--- config.mk ---
export PLATFORM = sky130hd
export DESIGN_NAME = resv_monitor
export DESIGN_NICKNAME = d
export VERILOG_FILES = /design/src/rtl/resv_pkg.sv /design/src/rtl/resv_line_match.sv /design/src/rtl/resv_holder.sv /design/src/rtl/resv_monitor.sv
export SDC_FILE = /design/constraint.sdc
export NUM_CORES = 1
export LEC_CHECK = 0
export ABC_CLOCK_PERIOD_IN_PS = 1900
export BUFFER_PORTS_ARGS = -buffer_cell sky130_fd_sc_hd__buf_2
export CAP_MARGIN = 20
export CORE_MARGIN = 2
export CORE_UTILIZATION = 35
export CTS_CLUSTER_DIAMETER = 60
export DETAILED_ROUTE_END_ITERATION = 12
export GPL_TIMING_DRIVEN = 0
export HOLD_SLACK_MARGIN = 0.05
export PLACE_DENSITY = 0.75
export SLEW_MARGIN = 20
export SYNTH_ARGS = -nofsm -noshare
export SYNTH_HDL_FRONTEND = slang
export SYNTH_SLANG_ARGS = --single-unit
--- constraint.sdc ---
create_clock -name clk -period 1.9 [get_ports clk]
set_clock_uncertainty 0.2 [all_clocks]
set_input_delay 0.38 -clock clk [delete_from_list [all_inputs] [get_ports clk]]
set_output_delay 0.38 -clock clk [all_outputs]
set_load 0.02 [all_outputs]
--- src/rtl/resv_pkg.sv ---
package resv_pkg;
  typedef enum logic [1:0] {
    OP_LD = 2'd0,
    OP_ST = 2'd1,
    OP_LL = 2'd2,
    OP_SC = 2'd3
  } resv_op_e;
endpackage

--- src/rtl/resv_line_match.sv ---
module resv_line_match #(
  parameter int ADDR_W     = 8,
  parameter int LINE_OFS_W = 2,
  localparam int TAG_W     = ADDR_W - LINE_OFS_W
) (
  input  logic [ADDR_W-1:0] addr,
  input  logic [TAG_W-1:0]  tag,
  output logic              hit
);
  // only the line part of the address takes part in the compare
  assign hit = (addr[ADDR_W-1:LINE_OFS_W] == tag);
endmodule

--- src/rtl/resv_holder.sv ---
module resv_holder #(
  parameter int TAG_W = 6
) (
  input  logic             clk,
  input  logic             rst_n,
  input  logic             set,
  input  logic             clr,
  input  logic [TAG_W-1:0] set_tag,
  input  logic             set_inter,
  output logic             lock,
  output logic [TAG_W-1:0] tag,
  output logic             inter
);
  always_ff @(posedge clk) begin
    if (!rst_n) begin
      lock  <= 1'b0;
      tag   <= '0;
      inter <= 1'b0;
    end else if (set) begin
      // a new linked load takes precedence over every clearing source
      lock  <= 1'b1;
      tag   <= set_tag;
      inter <= set_inter;
    end else if (clr) begin
      lock  <= 1'b0;
    end
  end
endmodule

--- src/rtl/resv_monitor.sv ---
module resv_monitor #(
  parameter int ADDR_W     = 8,
  parameter int LINE_OFS_W = 2
) (
  input  logic              clk,
  input  logic              rst_n,
  input  logic              req_valid,
  output logic              req_ready,
  input  logic [1:0]        req_op,
  input  logic [ADDR_W-1:0] req_addr,
  input  logic              req_inter,
  input  logic              store_policy,
  input  logic              snoop_valid,
  input  logic [ADDR_W-1:0] snoop_addr,
  output logic              mem_we,
  output logic              sc_done,
  output logic              sc_ok,
  output logic              exc_pulse
);
  import resv_pkg::*;

  localparam int TAG_W = ADDR_W - LINE_OFS_W;

  logic             lock_q, inter_q;
  logic [TAG_W-1:0] tag_q;
  logic             req_line_hit, snp_line_hit;
  logic             req_hit, snp_hit;
  logic             set_r, clr_r;
  resv_op_e         op;

  assign req_ready = 1'b1;
  assign op        = resv_op_e'(req_op);

  resv_line_match #(.ADDR_W(ADDR_W), .LINE_OFS_W(LINE_OFS_W)) u_req_match (
    .addr(req_addr), .tag(tag_q), .hit(req_line_hit)
  );

  resv_line_match #(.ADDR_W(ADDR_W), .LINE_OFS_W(LINE_OFS_W)) u_snp_match (
    .addr(snoop_addr), .tag(tag_q), .hit(snp_line_hit)
  );

  assign req_hit = lock_q & req_line_hit;
  // intra-CPU reservations are deaf to other agents
  assign snp_hit = snoop_valid & lock_q & inter_q & snp_line_hit;

  always_comb begin
    mem_we    = 1'b0;
    sc_done   = 1'b0;
    sc_ok     = 1'b0;
    exc_pulse = 1'b0;
    set_r     = 1'b0;
    clr_r     = 1'b0;
    if (req_valid) begin
      unique case (op)
        OP_LD: ;
        OP_ST: begin
          if (req_hit && store_policy) begin
            exc_pulse = 1'b1;
          end else begin
            mem_we = 1'b1;
            clr_r  = req_hit;
          end
        end
        OP_LL: set_r = 1'b1;
        OP_SC: begin
          sc_done = 1'b1;
          sc_ok   = req_hit && (req_inter == inter_q);
          mem_we  = sc_ok;
          clr_r   = 1'b1;
        end
        default: ;
      endcase
    end
  end

  resv_holder #(.TAG_W(TAG_W)) u_holder (
    .clk      (clk),
    .rst_n    (rst_n),
    .set      (set_r),
    .clr      (clr_r | snp_hit),
    .set_tag  (req_addr[ADDR_W-1:LINE_OFS_W]),
    .set_inter(req_inter),
    .lock     (lock_q),
    .tag      (tag_q),
    .inter    (inter_q)
  );
endmodule

==> metrics.txt, run 1 <==
Max Buffers Root-to-Sink=2; FMAX=between 0.4 and 0.5 GHz; Final Hold Fails=0; clock sink count=8; WL final=around 1100 um; CTS tree=done; hpwl dp=roughly 880 um; Worst Reg-to-Reg Cells=5; EDFF count, synth=0; die width=around 43 um; leading area contributor after synthesis=dfxtp_1; setup ws final=-0.176 ns; crit path DAT=around 1.5 ns; Commonest cells post-synth=10 x xnor2_1, 8 x dfxtp_1, 8 x nor2_1; VDD IR max=0.324 mV; maxcap violations=0; status=complete, but fails checks; vias per cell=roughly 4.8; Syn Area/Cell=between 8 and 9 um2; R2R Path End=u_holder.lock$_SDFFE_PN0P_; Netlist cell types=20; FP Rows=13; LEAKAGE=~0.36 nW; diode count=0; largest net degree at the start of global routing=9; share of the synthesized area in the top cell type=between 30% and 40%; Total Power=around 0.00039 W; final net count=around 110; Chip Height=~43 um; routability-driven placement congestion ratio=around 0.73; Reg2Reg Setup Slack=about 0.32 ns; IO buf count=23; fin crit share=109%; Die Area=~1800 um2; pwr dens=~540 nW/um2; final setup vio count=3; pre-CTS setup slack=-0.194 ns; RSZ-0062 raised after global routing=true; gr usage total=approximately 14%; fraction of layout instances using a drive strength above 1=between 40% and 50%; Setup crit end kind=primary output; Starting Density=38.5%; count leader, synth=xnor2_1; critical path type=reg -> out; DR vias=486; Synth Warn #=0; FFs w/ async S/R, synth=0%; drt drc=0; Final Max Slew Viols=0; Fill cells=roughly 140; I/O pins=29; Synthesized Nets=between 80 and 90; HP Class=in -> reg; hold-fix buffers at CTS=0; DR WL/cell=approximately 10 um; failing checks=negative setup slack; hold_sp=req_addr[3]; core footprint=about 1400 um2; critical path peak fanout=3; RR Startpoint=u_holder.tag[0]$_SDFFE_PN0P_; hold depth=3; register area=between 150 and 200 um2; Synth Flop Type=dfxtp_1; First-pass DRT Iterations=2; area occupied by multi-input gates=roughly 350 um2; synthesized cell area=just over 500 um2; Critical Path RT=approximately 1.3 ns; vias in the first global route=roughly 470; clk_lat worst skew=approximately 0.25 ns; CTS clk-pin slew, worst paths=0.05 ns; CP startpoint kind=flip-flop; first-pass GRT wire length=1860 um; total global routing overflow=0; Worst Hold End=u_holder.tag[1]$_SDFFE_PN0P_; Tmin final=2.08 ns; root buffer cell=clkbuf_4; TritonCTS buffer count=3; Mapped Cells=58; Max H-tree Level=1; Syn-to-layout area delta=39.0%; initial antenna violation count=0; synthesized flop and latch total=8; DRT iter0 DRCs=3; Detail Route Antenna Nets=0; sequential share of the synthesized area=30.8%; dominant cells by area after synthesis=dfxtp_1 31%, xnor2_1 17%, mux2i_1 13%
[metal layers]
layer | wire length [um] | track usage [%]
met1 | 462 | 16.8
met2 | 515 | 20.6
met3 | 80 | 3.02
met4 | 0 | 9.38
met5 | 0 | 0
[flip-flops by register name, summed over array words and instances (netlist names)]
signal and cells:
u_holder.lock 1, u_holder.inter 1, u_holder.tag 6
[layout make-up]
type	instances	share of cell area (%)
inverter	3	1.56
timing repair buffer	26	20.6
sequential	8	22.5
buffer	2	1.73
multi-input combinational	45	47.8
tap	15	2.60
clock buffer	3	3.12
[worst max-delay path, cell delays in order (launching register included)]
cell	delay [ns]
dfxtp_1	0.38
xnor2_1	0.09
and4_4	0.20
and2_4	0.16
a311oi_2	0.24
buf_4	0.18
[power breakdown]
part / switching (W) / total [W] / leakage, nW / internal [W]
clock: 0.0000548 / 0.000127 / 0.0138 / 0.0000721
sequential: 0.00000530 / 0.000180 / 0.0660 / 0.000174
combinational: 0.0000404 / 0.0000851 / 0.285 / 0.0000446
[per-stage QoR]
stage          setup TNS, ns  std cells  hold WS (ns)  utilization, %  cell area, um2
5_1_grt               -0.813        102         0.191            53.5             722
3_3_place_gp          -0.472         96         0.325            48.7             658
6_report              -0.417        102         0.192            53.5             722
3_5_place_dp          -0.510         96         0.344            48.7             658
4_1_cts               -0.466        101         0.186            52.9             714
2_1_floorplan              0         58         0.308               -             524
[layout by cell type (no fill, tap or decap), types with 3 or more instances in the layout]
master     n
buf_4      6
xor2_1     3
buf_2     21
inv_1      3
mux2i_1    7
dfxtp_1    6
nor2_1     8
nand3_1    4
xnor2_1   10
clkbuf_4   3
[kinds of logic after synthesis]
family          after synthesis  synth area share (%)
compound gates                4                  8.67
xor+xnor                     13                  21.9
buf+inv                       5                  4.58
flops                         8                  30.8
mux                           7                  13.5
other cells                   1                 0.722
simple gates                 20                  19.8
[repair_timing]
item / 4_1_cts / 5_1_grt
gates resized for setup: 7 / 0
pin swaps: 4 / 1
buffers inserted: 2 / 1
setup endpoints to repair: 3 / 3
[worst max path at each step]
stage | start | endpoint
2_1_floorplan | req_addr[5] | mem_we
3_3_place_gp | req_addr[5] | sc_ok
3_5_place_dp | req_addr[5] | mem_we
4_1_cts | u_holder.tag[0]$_SDFFE_PN0P_ | mem_we
5_1_grt | u_holder.tag[0]$_SDFFE_PN0P_ | mem_we
6_report | u_holder.tag[2]$_SDFFE_PN0P_ | mem_we
(Power assumes the default switching activity.)
==> inputs of run 2 (changes only) <==
--- a/config.mk
+++ b/config.mk
@@ -5,16 +5,17 @@
 export SDC_FILE = /design/constraint.sdc
 export NUM_CORES = 1
 export LEC_CHECK = 0
+export ABC_AREA = 1
 export ABC_CLOCK_PERIOD_IN_PS = 1900
 export BUFFER_PORTS_ARGS = -buffer_cell sky130_fd_sc_hd__buf_2
 export CAP_MARGIN = 20
 export CORE_MARGIN = 2
-export CORE_UTILIZATION = 35
+export CORE_UTILIZATION = 44
 export CTS_CLUSTER_DIAMETER = 60
 export DETAILED_ROUTE_END_ITERATION = 12
 export GPL_TIMING_DRIVEN = 0
 export HOLD_SLACK_MARGIN = 0.05
-export PLACE_DENSITY = 0.75
+export PLACE_DENSITY = 0.86
 export SLEW_MARGIN = 20
 export SYNTH_ARGS = -nofsm -noshare
 export SYNTH_HDL_FRONTEND = slang
==> metrics.txt, run 2 <==
R2R Path End=u_holder.lock$_SDFFE_PN0P_; Critical Path RT=1.32 ns (about the same); clk_lat worst skew=0.27 ns (+0.02 ns); largest family of logic cells by synthesized area=simple AND/OR/NAND/NOR gates; synthesized flop and latch total=8 (unchanged); diode count=0 (unchanged); WHS=0.164 ns (-0.0284 ns); pwr dens=529 nW/um2 (-2.5%); sequential share of the synthesized area=26.3% (-4.5 points); crit path DAT=1.40 ns (-0.10 ns); Final Hold Fails=0 (unchanged); Biggest register=u_holder.tag; maxcap violations=0 (unchanged); DR WL/cell=11.2 um (+7.7%); IO buf count=23 (unchanged); Final Max Slew Viols=0 (unchanged); TritonCTS buffer count=3 (unchanged); Synth Flop Type=dfxtp_1; final net count=154 (+36%); Post-Synth XOR/XNOR Area=4.32% (-18 points); first-pass GRT wire length=2340 um (+26%); First-pass DRT Iterations=4 (+2); failing checks=negative setup slack; critical path peak fanout=4 (+1); Tmin final=1.98 ns (-0.0969 ns); final design utilization=63.6% (+10 points); CTS clk-pin slew, worst paths=0.06 ns (about the same); RSZ-0062 raised after global routing=true; vias in the first global route=591 (+25%); leading area contributor after synthesis=dfxtp_1; Setup crit end kind=primary output; FMAX=0.505 GHz (+4.9%); hold depth=3 (unchanged); commonest non-fill, non-tap cell in the layout=nand2_1; setup ws final=-0.0789 ns (+0.0969 ns); Netlist cell types=21 (+5.0%); multiplexer share of the synthesized area=0% (-13 points); fraction of layout instances using a drive strength above 1=43.0% (-3.0 points); CP startpoint kind=flip-flop; count leader, synth=nand2_1; synthesized-area fraction occupied by adder cells=0% (unchanged); status=complete, but fails checks; initial antenna violation count=0 (unchanged); max reg flops=6 (unchanged); hold-fix buffers at CTS=0 (unchanged); die width=41.2 um (-3.2%); Simple-Gate Fraction of Synth Area=40.3% (+21 points); Synth Warn #=0 (unchanged); EDFF count, synth=0 (unchanged); share of the synthesized area in the top cell type=26.3% (-4.5 points); Syn Area/Cell=6.02 um2 (-33%); final setup vio count=3 (unchanged); core footprint=1300 um2 (-3.6%); Die Area=1700 um2 (-6.2%); gr usage total=21.7% (+8.1 points); FP Rows=13 (unchanged); Max Buffers Root-to-Sink=2 (unchanged); Max H-tree Level=1 (unchanged); Syn-to-layout area delta=36.0%; fin crit share=104% (-5.1 points); total global routing overflow=0 (unchanged); hold_sp=req_inter; critical path type=reg -> out; Detail Route Antenna Nets=0 (unchanged); DRT iter0 DRCs=15 (+12); I/O pins=29 (unchanged); Reg2Reg Setup Slack=0.64 ns (+0.32 ns); drt drc=0 (unchanged); LEAKAGE=0.432 nW (+18%); Post-DP Area=742 um2 (+13%); DR vias=687 (+41%); dominant cells by area after synthesis=dfxtp_1 26%, nand2_1 17%, nor2_1 9.3%; HP Class=in -> reg; Chip Height=41.2 um (-3.2%); FFs w/ async S/R, synth=0% (unchanged); hpwl dp=1180 um (+34%); Worst Reg-to-Reg Cells=7 (+2); Fill cells=127 (-12%); clock sink count=8 (unchanged); Synthesized Nets=125 (+52%); Commonest cells post-synth=27 x nand2_1, 15 x nor2_1, 11 x inv_1; root buffer cell=clkbuf_4; RR Startpoint=u_holder.tag[5]$_SDFFE_PN0P_; commonest non-fill, non-tap cells in the layout=26 x nand2_1, 20 x buf_2, 14 x nor2_1, 11 x inv_1; synthesized cell area=608 um2 (+17%); top flop regs=u_holder.tag x6, u_holder.inter x1, u_holder.lock x1; fin area=827 um2 (+15%); Synth Area in Compound Gates=16.0% (+7.4 points); CTS tree=done; WL final=1600 um (+51%); Worst Hold End=u_holder.inter$_SDFFE_PN0P_; vias per cell=4.80 (+0.83%); largest net degree at the start of global routing=10 (+1); Mapped Cells=101 (+74%); routability-driven placement congestion ratio=0.808 (+11%); Starting Density=46.7% (+8.3 points); VDD IR max=0.329 mV (+1.5%)
[run 2: worst max path at each step]
stage	from	end	slack [ns]	cells past startpoint
floorplan	req_valid	mem_we	0.04	4
global route	u_holder.tag[5]$_SDFFE_PN0P_	mem_we	-0.13	8
finish	u_holder.tag[5]$_SDFFE_PN0P_	mem_we	-0.08	8
detailed placement	req_addr[6]	mem_we	0.05	7
global placement	req_addr[6]	mem_we	0.07	7
CTS	u_holder.tag[4]$_SDFFE_PN0P_	mem_we	-0.05	7
[run 2: cells by family after synthesis]
family,Yosys count
AOI/OAI and AO/OA,17
xor gates and xnor gates,3
buffers and inverters,19
DFF,8
other,1
and+or+nand+nor,53
[run 2: layout make-up]
type | instances | area [um2] | share of cell area, %
Inverter | 18 | 67.6 | 8.17
Multi-Input combinational cell | 74 | 409 | 49.5
Tap cell | 15 | 18.8 | 2.27
Timing Repair Buffer | 24 | 134 | 16.2
Buffer | 1 | 7.51 | 0.908
Clock buffer | 3 | 22.5 | 2.72
Sequential cell | 8 | 168 | 20.3
[run 2: what timing repair did]
action	4_1_cts	5_1_grt
endpoints found under the hold margin	0	0
pin swaps	3	1
endpoints found under the setup margin	3	3
resized for setup	8	9
setup buffers	0	1
[run 2: stage by stage]
| step | setup slack, ns | total power, W | cells | TNS (ns) |
|---|---|---|---|---|
| floorplan | 0.0404 | 0.000250 | 101 | 0 |
| global placement | 0.0725 | 0.000286 | 139 | 0 |
| detailed placement | 0.0537 | 0.000290 | 139 | 0 |
| CTS | -0.0527 | 0.000432 | 142 | -0.0967 |
| global route | -0.127 | 0.000456 | 143 | -0.278 |
| finish | -0.0789 | 0.000438 | 143 | -0.0930 |
[run 2: where the power goes]
part           total, W  internal, W  switching, W
combinational  0.000113    0.0000486     0.0000648
sequential     0.000186     0.000178    0.00000791
clock          0.000138    0.0000728     0.0000655
[run 2: critical path, cell delays in order (launching register included)]
cell	delay (ns)
dfxtp_2	0.33
inv_2	0.06
a21boi_2	0.14
nand2_2	0.08
nor2_4	0.12
nand2_4	0.08
nor2_1	0.09
o22ai_1	0.07
buf_4	0.16
[run 2: routing by layer]
| layer | track usage [%] | vias to the layer above | share of wire (%) |
|---|---|---|---|
| li1 | - | 368 | - |
| met1 | 24.0 | 299 | 41 |
| met2 | 39.8 | 17 | 54 |
| met3 | 4.89 | 3 | 3.6 |
| met4 | 7.26 | 0 | 1.2 |
| met5 | 0 | - | 0 |
